===== src/rtl/bsr_pkg.sv =====
package bsr_pkg;
  localparam int unsigned BSR_CELLS = 108;
  localparam int unsigned BSR_PINS  = 12;
  localparam int unsigned POS_W     = 8;

  // enable-cell position of each pin, pin 0 in the low byte
  localparam logic [BSR_PINS*POS_W-1:0] BSR_CTL_POS = {
    8'd99, 8'd96, 8'd90, 8'd81, 8'd78, 8'd66,
    8'd45, 8'd42, 8'd36, 8'd27, 8'd6,  8'd3
  };
  localparam logic [BSR_PINS-1:0] BSR_WEAK_MASK = 12'h030;

  typedef enum logic [1:0] {
    PADSRC_CORE   = 2'b00,
    PADSRC_EXTEST = 2'b01,
    PADSRC_HIGHZ  = 2'b10,
    PADSRC_CLAMP  = 2'b11
  } pad_src_e;
endpackage


===== src/rtl/bsr_chain.sv =====
module bsr_chain #(
  parameter int unsigned N     = 108,
  parameter int unsigned P     = 12,
  parameter int unsigned POS_W = 8,
  parameter logic [P*POS_W-1:0] CTL_POS = '0
) (
  input  logic         clk,
  input  logic         rst,
  input  logic         cap_en,
  input  logic         shift_en,
  input  logic         scan_in,
  input  logic [P-1:0] pad_in,
  input  logic [P-1:0] core_out,
  input  logic [P-1:0] core_oe,
  output logic         ser_out,
  output logic [P-1:0] tap_out,
  output logic [P-1:0] tap_ctl
);
  logic [N-1:0] cells;
  logic [N-1:0] cap_vec;

  function automatic int cell_pin(input int c);
    for (int p = 0; p < int'(P); p++) begin
      if (c >= int'(CTL_POS[p*POS_W +: POS_W]) && c <= int'(CTL_POS[p*POS_W +: POS_W]) + 2)
        return p;
    end
    return -1;
  endfunction

  for (genvar c = 0; c < int'(N); c++) begin : g_cap
    localparam int PIN = cell_pin(c);
    if (PIN < 0) begin : g_int
      assign cap_vec[c] = 1'b0;
    end else begin : g_pin
      localparam int OFS = c - int'(CTL_POS[PIN*POS_W +: POS_W]);
      if (OFS == 0) begin : g_ctl
        assign cap_vec[c] = core_oe[PIN];
      end else if (OFS == 1) begin : g_dat
        assign cap_vec[c] = core_out[PIN];
      end else begin : g_obs
        assign cap_vec[c] = pad_in[PIN];
      end
    end
  end

  always_ff @(posedge clk) begin
    if (rst)           cells <= '0;
    else if (cap_en)   cells <= cap_vec;
    else if (shift_en) cells <= {scan_in, cells[N-1:1]};
  end

  assign ser_out = cells[0];

  for (genvar p = 0; p < int'(P); p++) begin : g_tap
    localparam int POS = int'(CTL_POS[p*POS_W +: POS_W]);
    assign tap_ctl[p] = cells[POS];
    assign tap_out[p] = cells[POS+1];
  end

  AST_SHIFT_MOVE: assert property (@(posedge clk) disable iff (rst)
    (shift_en && !cap_en) |=> (cells[N-2:0] == $past(cells[N-1:1]))) else $error("shift move");
  AST_SHIFT_ENTRY: assert property (@(posedge clk) disable iff (rst)
    (shift_en && !cap_en) |=> (cells[N-1] == $past(scan_in))) else $error("shift entry");
  AST_CHAIN_HOLD: assert property (@(posedge clk) disable iff (rst)
    (!shift_en && !cap_en) |=> $stable(cells)) else $error("chain hold");
endmodule


===== src/rtl/bsr_update.sv =====
module bsr_update #(
  parameter int unsigned P = 12
) (
  input  logic         clk,
  input  logic         rst,
  input  logic         upd_en,
  input  logic [P-1:0] tap_out,
  input  logic [P-1:0] tap_ctl,
  output logic [P-1:0] lat_out,
  output logic [P-1:0] lat_ctl
);
  for (genvar p = 0; p < int'(P); p++) begin : g_lat
    always_ff @(posedge clk) begin
      if (rst) begin
        lat_out[p] <= 1'b0;
        lat_ctl[p] <= 1'b0;
      end else if (upd_en) begin
        lat_out[p] <= tap_out[p];
        lat_ctl[p] <= tap_ctl[p];
      end
    end
  end

  AST_LATCH_HOLD: assert property (@(posedge clk) disable iff (rst)
    !upd_en |=> ($stable(lat_ctl) && $stable(lat_out))) else $error("latch hold");
  AST_LATCH_LOAD: assert property (@(posedge clk) disable iff (rst)
    upd_en |=> (lat_ctl == $past(tap_ctl))) else $error("latch load");
endmodule


===== src/rtl/bsr_padmux.sv =====
module bsr_padmux
  import bsr_pkg::*;
#(
  parameter int unsigned P = 12,
  parameter logic [P-1:0] WEAK_MASK = '0
) (
  input  logic         clk,
  input  logic         rst,
  input  logic [1:0]   pad_src,
  input  logic [P-1:0] core_out,
  input  logic [P-1:0] core_oe,
  input  logic [P-1:0] lat_out,
  input  logic [P-1:0] lat_ctl,
  output logic [P-1:0] pad_out,
  output logic [P-1:0] pad_oe,
  output logic [P-1:0] pad_pull
);
  logic [P-1:0] nxt_out, nxt_oe;

  always_comb begin
    case (pad_src_e'(pad_src))
      PADSRC_CORE:  begin nxt_out = core_out; nxt_oe = core_oe; end
      PADSRC_HIGHZ: begin nxt_out = lat_out;  nxt_oe = '0;      end
      default:      begin nxt_out = lat_out;  nxt_oe = lat_ctl; end
    endcase
  end

  always_ff @(posedge clk) begin
    if (rst) begin
      pad_out  <= '0;
      pad_oe   <= '0;
      pad_pull <= WEAK_MASK;
    end else begin
      pad_out  <= nxt_out;
      pad_oe   <= nxt_oe;
      pad_pull <= ~nxt_oe & WEAK_MASK;
    end
  end

  AST_HIGHZ_OFF: assert property (@(posedge clk) disable iff (rst)
    (pad_src == PADSRC_HIGHZ) |=> (pad_oe == '0)) else $error("highz");
  AST_CORE_FOLLOW: assert property (@(posedge clk) disable iff (rst)
    (pad_src == PADSRC_CORE) |=> (pad_oe == $past(core_oe) && pad_out == $past(core_out))) else $error("core follow");
  AST_TEST_FOLLOW: assert property (@(posedge clk) disable iff (rst)
    (pad_src == PADSRC_EXTEST || pad_src == PADSRC_CLAMP) |=> (pad_oe == $past(lat_ctl))) else $error("test follow");
  AST_PULL_DISABLED: assert property (@(posedge clk) disable iff (rst)
    ((pad_pull & pad_oe) == '0)) else $error("pull while driving");
endmodule


===== src/rtl/bscan_pin_bsr.sv =====
module bscan_pin_bsr
  import bsr_pkg::*;
#(
  parameter int unsigned N     = BSR_CELLS,
  parameter int unsigned P     = BSR_PINS,
  parameter int unsigned PW    = POS_W,
  parameter logic [P*PW-1:0] CTL_POS = BSR_CTL_POS,
  parameter logic [P-1:0] WEAK_MASK = BSR_WEAK_MASK
) (
  input  logic         clk,
  input  logic         rst,
  input  logic         cap_en,
  input  logic         shift_en,
  input  logic         upd_en,
  input  logic [1:0]   pad_src,
  input  logic         scan_in,
  output logic         scan_out,
  input  logic [P-1:0] core_out,
  input  logic [P-1:0] core_oe,
  input  logic [P-1:0] pad_in,
  output logic [P-1:0] pad_out,
  output logic [P-1:0] pad_oe,
  output logic [P-1:0] pad_pull
);
  logic [P-1:0] tap_out, tap_ctl, lat_out, lat_ctl;

  bsr_chain #(.N(N), .P(P), .POS_W(PW), .CTL_POS(CTL_POS)) i_chain (
    .clk(clk), .rst(rst), .cap_en(cap_en), .shift_en(shift_en), .scan_in(scan_in),
    .pad_in(pad_in), .core_out(core_out), .core_oe(core_oe),
    .ser_out(scan_out), .tap_out(tap_out), .tap_ctl(tap_ctl)
  );

  bsr_update #(.P(P)) i_update (
    .clk(clk), .rst(rst), .upd_en(upd_en), .tap_out(tap_out), .tap_ctl(tap_ctl),
    .lat_out(lat_out), .lat_ctl(lat_ctl)
  );

  bsr_padmux #(.P(P), .WEAK_MASK(WEAK_MASK)) i_padmux (
    .clk(clk), .rst(rst), .pad_src(pad_src), .core_out(core_out), .core_oe(core_oe),
    .lat_out(lat_out), .lat_ctl(lat_ctl),
    .pad_out(pad_out), .pad_oe(pad_oe), .pad_pull(pad_pull)
  );

  AST_RESET_QUIET: assert property (@(posedge clk)
    rst |=> (pad_oe == '0 && scan_out == 1'b0)) else $error("reset state");
endmodule


===== config.mk =====
export PLATFORM = sky130hd
export DESIGN_NAME = bscan_pin_bsr
export DESIGN_NICKNAME = d
export VERILOG_FILES = /design/src/rtl/bsr_pkg.sv /design/src/rtl/bsr_chain.sv /design/src/rtl/bsr_update.sv /design/src/rtl/bsr_padmux.sv /design/src/rtl/bscan_pin_bsr.sv
export SDC_FILE = /design/constraint.sdc
export NUM_CORES = 1
export LEC_CHECK = 0
export BUFFER_PORTS_ARGS = -buffer_cell sky130_fd_sc_hd__clkbuf_2
export CAP_MARGIN = 20
export CORE_ASPECT_RATIO = 0.5
export CORE_MARGIN = 4
export CORE_UTILIZATION = 40
export CTS_CLUSTER_SIZE = 40
export DETAILED_ROUTE_END_ITERATION = 16
export GPL_ROUTABILITY_DRIVEN = 0
export GPL_TIMING_DRIVEN = 0
export SLEW_MARGIN = 20
export SYNTH_ARGS = -nofsm -noshare
export SYNTH_HDL_FRONTEND = slang
export SYNTH_SLANG_ARGS = --single-unit

===== constraint.sdc =====
create_clock -name clk -period 1.1 [get_ports clk]
set_input_delay 0.22 -clock clk [delete_from_list [all_inputs] [get_ports clk]]
set_output_delay 0.22 -clock clk [all_outputs]
set_load 0.005 [all_outputs]

==> flow_summary.yaml, run 1 <==
outcome:
  status: "complete, no violations"
setup_path:
  required_ns: 0.88
  slowest_delay_ns: 0.32
  crit_buf_inv: 1
  worstPathArrival_ns: 0.84
  cp_max_fo: 2
  cp_top_family: "flip-flops"
  crit_path_start_kind: "flop"
  critical_path_class: "reg -> out"
  cp_cell_sequence: "clkbuf_2"
  critPathCaptureType: "output port"
  critPathSlowestCell: "dfxtp_2"
grt:
  met3_usage_pct: 3.40
  grt_max_degree: 17
  met2_usage_pct: 25.2
  grt_remaining_overflow: 0
  grt_pass1_wl_um: 21800
  antenna_found_initial: 0
  grt_busiest_layer: "met2"
  use_met1_pct: 22.2
  grt.total_usage_pct: 16.1
  first_global_vias: 4170
cts:
  cts_buffer_depth: 2
  clkLatencyLatePin_ns: 0.41
  clk_pin_slew_worst_paths_ns: 0.07
  cts_root_buf: "clkbuf_16"
  cts_tree: "yes"
  cts_inserted_buffers: 17
  htreeDepth: 4
  clock_sinks: 158
yosys:
  synth_top_area_share_pct: 50.9
  synth_largest_area_cell: "dfxtp_1"
  seq_area_frac_synth_pct: 50.9
  synth_edf_count: 0
  async_flop_share_pct: 0
  yosys_register_bits: 158
  netlist_instances: 593
  synth_cell_types: 18
  synth.most_common_cell: "dfxtp_1"
  syn_area_per_cell_um2: 10.5
  syn_area_um2: 6210
  ys_warn_count: 0
  synthTopCellsByArea: "dfxtp_1 (51%), mux2i_1 (21%), nor2_1 (5.8%), a211oi_1 (4.4%), nor2b_1 (3.6%)"
  ys_top_cells_by_count: "dfxtp_1 (158), mux2i_1 (132), nor2_1 (96)"
  synth_flop_cell: "dfxtp_1"
drt:
  first_pass_iters: 5
  wl_per_cell_um: 15.4
  routed_wirelength_um: 13800
  routed_via_density: 4.81
  drc: 0
  ant_nets: 0
  drt_iter0_markers: 196
  vias: 4318
sta:
  relSlewSlack_pct: 59.1
  rsz0062_at_grt: "no"
  setup_tns_ns: 0
  slew_violations: 0
  tightest_slew_ns: 0.614
  hold_viol_final: 0
  fin_worst_skew_ns: 0.00756
  setup_viol: 0
  fmax_mhz: 943
  min_period_over_period_pct: 96.4
  period_needed_ns: 1.06
power:
  p_per_area_nw_per_um2: 1710
  p_leak_nw: 3.19
  vdd_ir_drop_max_uv: 1090
floorplan:
  floorplan.initialDensity_pct: 41.9
  coreArea_um2: 14800
  dieArea_um2: 17700
  die_h_um: 96.1
  io_pins: 81
  die_width_um: 184
  row_count: 31
final_layout:
  fillCellCount: 1417
  fin_util_pct: 49.9
  finalNetCount: 731
  final-seq-area_um2: 3170
  syn_to_final_growth_pct: 19.0
  fin_cells: 898
  insertedDiodeCount: 0
  multiInputGateArea_um2: 2670
  drive_gt1_share_pct: 20.9
  stdcell_area_um2: 7390
place:
  port_buffers: 66
  place_hpwl_um: 9580
  placed_cell_area_um2: 6820
  dp.cells: 866
min_path:
  hold_class: "in -> reg"
job:
  drv_cap: 0
-- metal layers --
metal	part of all wire, %	wire [µm]
met1	49	6720
met4	1.1	147
met5	0	0
met3	4.0	555
met2	46	6400
-- power breakdown --
part	internal, mW	switching [mW]	leakage, nW
Clock	3.16	2.45	0.267
Combinational	0.468	0.545	1.63
Sequential	5.91	0.108	1.29
-- final timing paths --
| path | from | cells after the start | slack, ns | end |
|---|---|---|---|---|
| max reg2reg | i_chain.cells[48]$_SDFFE_PP0P_ | 2 | 0.26 | i_chain.cells[47]$_SDFFE_PP0P_ |
| min | scan_in | 3 | 0.04 | i_chain.cells[107]$_SDFFE_PP0P_ |
| max | i_chain.cells[0]$_SDFFE_PP0P_ | 1 | 0.04 | scan_out |
| min reg2reg | i_update.lat_ctl[1]$_SDFFE_PP0P_ | 2 | 0.47 | i_padmux.pad_oe[1]$_SDFF_PP0_ |
-- kinds of logic after synthesis --
group	after synthesis	synth area share, %
simple gates	169	13.6
flops	158	50.9
mux	132	21.3
compound gates	74	7.49
buf+inv	59	6.63
other cells	1	0.0604
-- metrics by stage --
stage	setup slack (ns)	power [mW]	hold slack (ns)
detailed placement	-0.334	7.16	0.449
floorplan	0.0879	6.82	0.367
CTS	0.0114	12.8	0.0304
global placement	-0.317	7.15	0.454
finish	0.0401	12.6	0.0372
global route	0.000723	13.1	0.0789
-- cell usage in the layout, fill, tap and decap left out, types with 16 or more instances in the layout --
master / count
buf_6: 16
or3b_1: 24
a21oi_1: 24
nor2b_1: 36
a211oi_1: 36
buf_2: 17
clkbuf_2: 66
mux2i_1: 132
clkbuf_16: 17
nor2_1: 96
dfxtp_1: 156
-- layout make-up --
class,instances,share of cell area [%]
Timing Repair Buffer,66,4.47
Buffer,58,5.52
Tap cell,198,3.35
Sequential cell,158,42.8
Clock buffer,18,5.81
Multi-Input combinational cell,385,36.1
Inverter,1,0.0508
Clock inverter,14,1.84
-- flip-flops by register name, indices dropped and copies added, names as in the netlist --
signal	count
i_padmux.pad_out	12
i_update.lat_out	12
i_chain.cells	108
i_padmux.pad_oe	12
i_update.lat_ctl	12
i_padmux.pad_pull	2
-- timing repair --
item | 4_1_cts | 5_1_grt
resized for setup | 0 | 2
endpoints found under the setup margin | 0 | 2
buffers inserted | 0 | 0
hold buffers | 0 | 0
No activity file was read; power rests on OpenSTA's default activity.
==> run 2, diff against run 1 <==
==> constraint.sdc (replaced) <==
create_clock -name clk -period 1.1 [get_ports clk]
set_input_delay 0.165 -clock clk [delete_from_list [all_inputs] [get_ports clk]]
set_output_delay 0.165 -clock clk [all_outputs]
set_load 0.005 [all_outputs]
==> run 2 against run 1 <==
  * Die area unchanged
  * Sequential share of layout area decreased by 0.077 points
  * Largest cell class unchanged
  * Clock power barely moved
==> flow_summary.yaml, run 2 (synthesis results as in run 1) <==
drt:
  drc: 0
  drt_iter0_markers: 190
  routed_wirelength_um: 13800
  wl_per_cell_um: 15.4
  routed_via_density: 4.80
  vias: 4311
  ant_nets: 0
  first_pass_iters: 4
final_layout:
  syn_to_final_growth_pct: 19.1
  finalNetCount: 732
  layout_commonest_cell: "dfxtp_1"
  regMostFlops: "i_chain.cells"
  fin_cells: 899
  largest_reg_flops: 108
  drive_gt1_share_pct: 20.5
  most-common-layout-cells: "dfxtp_1 (158), mux2i_1 (132), nor2_1 (96)"
  insertedDiodeCount: 0
sta:
  rsz0062_at_grt: "no"
  min_period_over_period_pct: 92.2
  slew_violations: 0
  setup_viol: 0
  fin_worst_skew_ns: 0.00739
  fmax_mhz: 986
  fin_ws_ns: 0.0862
  relSlewSlack_pct: 57.7
  tightest_slew_ns: 0.634
  hold_viol_final: 0
  period_needed_ns: 1.01
setup_path:
  cp_cell_sequence: "clkbuf_2"
  worstPathArrival_ns: 0.85
  cp_top_family: "flip-flops"
  required_ns: 0.94
  cp_max_fo: 2
  slowest_delay_ns: 0.32
  critPathCaptureType: "output port"
  crit_buf_inv: 1
  crit_path_start_kind: "flop"
  critPathSlowestCell: "dfxtp_1"
  r2r-start: "i_chain.cells[36]$_SDFFE_PP0P_"
  crit_start: "i_chain.cells[0]$_SDFFE_PP0P_"
  critical_path_class: "reg -> out"
cts:
  cts_root_buf: "clkbuf_16"
  clkLatencyLatePin_ns: 0.42
  cts_tree: "yes"
  clock_sinks: 158
  cts_buffer_depth: 2
  htreeDepth: 4
  holdBufCountCts: 1
  cts_resized: 0
  cts_setup_buffers: 0
  clk_pin_slew_worst_paths_ns: 0.07
  cts_inserted_buffers: 17
job:
  drv_cap: 0
power:
  seq_power_share_pct: 47.6
  p_per_area_nw_per_um2: 1710
  p_leak_nw: 3.19
  vdd_ir_drop_max_uv: 1090
  switching_share_pct: 24.5
  p_comb_share_pct: 8.0
  internal-power_mw: 9.54
  power_switching_mw: 3.10
  p_clk_share_pct: 44.4
grt:
  first_global_vias: 4176
  grt.total_usage_pct: 16.2
  grt_pass1_wl_um: 21900
  antenna_found_initial: 0
  grt_remaining_overflow: 0
  grt_max_degree: 17
outcome:
  status: "complete, no violations"
floorplan:
  die_h_um: 96.1
  die_width_um: 184
  coreArea_um2: 14800
  row_count: 31
  floorplan.initialDensity_pct: 41.9
  dieArea_um2: 17700
  io_pins: 81
min_path:
  hold_class: "in -> reg"
  hold_start: "pad_in[6]"
place:
  place_ws_ns: -0.279
  place_hpwl_um: 9580
  dp.cells: 866
  port_buffers: 66
[run 2: cell count changes in the layout (fill, tap and decap cells not counted)]
cell	delta
dfxtp_2	-2
dfxtp_1	+2
dlygate4sd3_1	+1
[run 2: power groups by stage]
stage / Combinational (mW) / Sequential, mW / Clock [mW]
floorplan: 0.707 / 6.11 / 0
global placement: 1.01 / 6.13 / 0
detailed placement: 1.02 / 6.14 / 0
CTS: 1.02 / 6.01 / 5.73
global route: 1.12 / 6.03 / 6.00
finish: 1.02 / 6.01 / 5.61
[run 2: worst register-to-register path, cell delays in order, from the launching register on]
cell      delay [ns]
dfxtp_1         0.39
mux2i_1         0.10
a211oi_1        0.26
[run 2: routing by layer]
| metal | up-vias | track usage [%] | part of all wire (%) |
|---|---|---|---|
| li1 | 2218 | - | - |
| met1 | 2009 | 22.2 | 48 |
| met2 | 69 | 25.2 | 46 |
| met3 | 15 | 3.40 | 4.6 |
| met4 | 0 | 5.84 | 1.2 |
| met5 | - | 0 | 0 |
[run 2: layout make-up]
class,count,area [µm²]
tap,198,248
inverter,1,3.75
clock inverter,14,136
multi-input combinational,385,2670
buffer,58,408
clock buffer,18,429
sequential,158,3160
fill,1414,7420
timing repair buffer,67,340
[run 2: metrics by stage]
| stage | hold WS [ns] | instance area, µm² | power, mW | utilization [%] | TNS [ns] |
|---|---|---|---|---|---|
| floorplan | 0.312 | 6250 | 6.82 | - | 0 |
| global placement | 0.402 | 6820 | 7.15 | 46.1 | -9.33 |
| detailed placement | 0.412 | 6820 | 7.16 | 46.1 | -9.65 |
| CTS | 0.0194 | 7400 | 12.8 | 49.9 | 0 |
| global route | 0.0370 | 7400 | 13.2 | 49.9 | 0 |
| finish | 0.0275 | 7400 | 12.6 | 49.9 | 0 |
[run 2: worst paths after layout]
path | cells past startpoint | to | slack (ns)
setup / recovery | 1 | scan_out | 0.09
hold / removal | 3 | i_chain.cells[68]$_SDFFE_PP0P_ | 0.03
setup reg to reg | 2 | i_chain.cells[36]$_SDFFE_PP0P_ | 0.26
hold reg to reg | 2 | i_padmux.pad_oe[0]$_SDFF_PP0_ | 0.46
==> run 3, diff against run 2 <==
RECOVER_POWER = 25   (was unset)
==> run 3 against run 2 <==
  * Wire length increased by 0.11%
  * Critical path depth unchanged
  * Power about the same
  * Combinational power about the same
  * Utilization decreased by 0.059 points
  * Critical path type unchanged
==> flow_summary.yaml, run 3 (synthesis results as in run 1) <==
outcome:
  status: "complete, no violations"
setup_path:
  cp_top_family: "flip-flops"
  required_ns: 0.94
  cp_cell_sequence: "clkbuf_2"
  critPathSlowestCell: "dfxtp_1"
  crit_path_start_kind: "flop"
  critical_path_class: "reg -> out"
  slowest_delay_ns: 0.32
  crit_buf_inv: 1
  critPathCaptureType: "output port"
  worstPathArrival_ns: 0.85
  cp_max_fo: 2
power:
  p_per_area_nw_per_um2: 1710
  vdd_ir_drop_max_uv: 1080
  p_leak_nw: 3.17
grt:
  grt_remaining_overflow: 0
  antenna_found_initial: 0
  grt_max_degree: 17
  grt.total_usage_pct: 16.2
  first_global_vias: 4176
  grt_pass1_wl_um: 21900
floorplan:
  die_h_um: 96.1
  die_width_um: 184
  coreArea_um2: 14800
  floorplan.initialDensity_pct: 41.9
  io_pins: 81
  row_count: 31
  dieArea_um2: 17700
sta:
  slew_violations: 0
  fin_ws_ns: 0.0838
  relSlewSlack_pct: 51.0
  min_period_over_period_pct: 92.4
  period_needed_ns: 1.02
  fin_worst_skew_ns: 0.00788
  setup_viol: 0
  fmax_mhz: 984
  rsz0062_at_grt: "no"
  tightest_slew_ns: 0.735
  hold_viol_final: 0
  setup_tns_ns: 0
cts:
  cts_buffer_depth: 2
  clkLatencyLatePin_ns: 0.41
  cts_inserted_buffers: 17
  holdBufCountCts: 1
  htreeDepth: 4
  clock_sinks: 158
  cts_tree: "yes"
  cts_root_buf: "clkbuf_16"
  cts_resized: 0
  cts_setup_buffers: 0
  clk_pin_slew_worst_paths_ns: 0.07
final_layout:
  layout_commonest_cell: "dfxtp_1"
  syn_to_final_growth_pct: 19.0
  largest_reg_flops: 108
  drive_gt1_share_pct: 19.5
  insertedDiodeCount: 0
  finalNetCount: 732
  fin_cells: 899
  most-common-layout-cells: "dfxtp_1 (158), mux2i_1 (132), nor2_1 (96)"
  regMostFlops: "i_chain.cells"
drt:
  first_pass_iters: 4
  routed_via_density: 4.82
  routed_wirelength_um: 13800
  ant_nets: 0
  vias: 4333
  wl_per_cell_um: 15.4
  drc: 0
  drt_iter0_markers: 191
place:
  place_ws_ns: -0.279
  port_buffers: 66
  place_hpwl_um: 9580
  dp.cells: 866
min_path:
  hold_class: "in -> reg"
job:
  drv_cap: 0
[run 3: final cells by class]
cell class                 instances  area [µm²]
buffer                            58         399
clock buffer                      18         429
clock inverter                    14         136
fill                            1418        7430
inverter                           1        3.75
multi-input combinational        385        2670
sequential                       158        3160
tap                              198         248
timing repair buffer              67         340
[run 3: final timing paths]
check	cells past startpoint	slack [ns]	to	start
worst max-delay path	1	0.08	scan_out	i_chain.cells[0]$_SDFFE_PP0P_
worst min-delay path	3	0.03	i_chain.cells[68]$_SDFFE_PP0P_	pad_in[6]
worst max register to register	2	0.25	i_chain.cells[36]$_SDFFE_PP0P_	i_chain.cells[36]$_SDFFE_PP0P_
worst min register to register	2	0.46	i_padmux.pad_oe[1]$_SDFF_PP0_	i_update.lat_ctl[1]$_SDFFE_PP0P_
[run 3: per-layer routing]
| layer | GRT usage [%] | vias to the layer above | routed length (µm) |
|---|---|---|---|
| met1 | 22.2 | 2029 | 6800 |
| met4 | 5.84 | 0 | 99 |
| li1 | - | 2223 | - |
| met2 | 25.2 | 73 | 6430 |
| met3 | 3.40 | 8 | 498 |
| met5 | 0 | - | 0 |
[run 3: stage by stage]
stage / power (mW) / hold slack (ns) / utilization [%] / area (µm²)
2_1_floorplan: 6.82 / 0.312 / - / 6250
3_3_place_gp: 7.15 / 0.402 / 46.1 / 6820
3_5_place_dp: 7.16 / 0.412 / 46.1 / 6820
4_1_cts: 12.8 / 0.0194 / 49.9 / 7400
5_1_grt: 13.2 / 0.0370 / 49.9 / 7390
6_report: 12.6 / 0.0291 / 49.9 / 7390
[run 3: power by group]
group	switching (mW)	total [mW]	internal, mW
clock	2.44	5.60	3.16
combinational	0.545	1.01	0.469
sequential	0.108	6.01	5.91
total	3.09	12.6	9.54
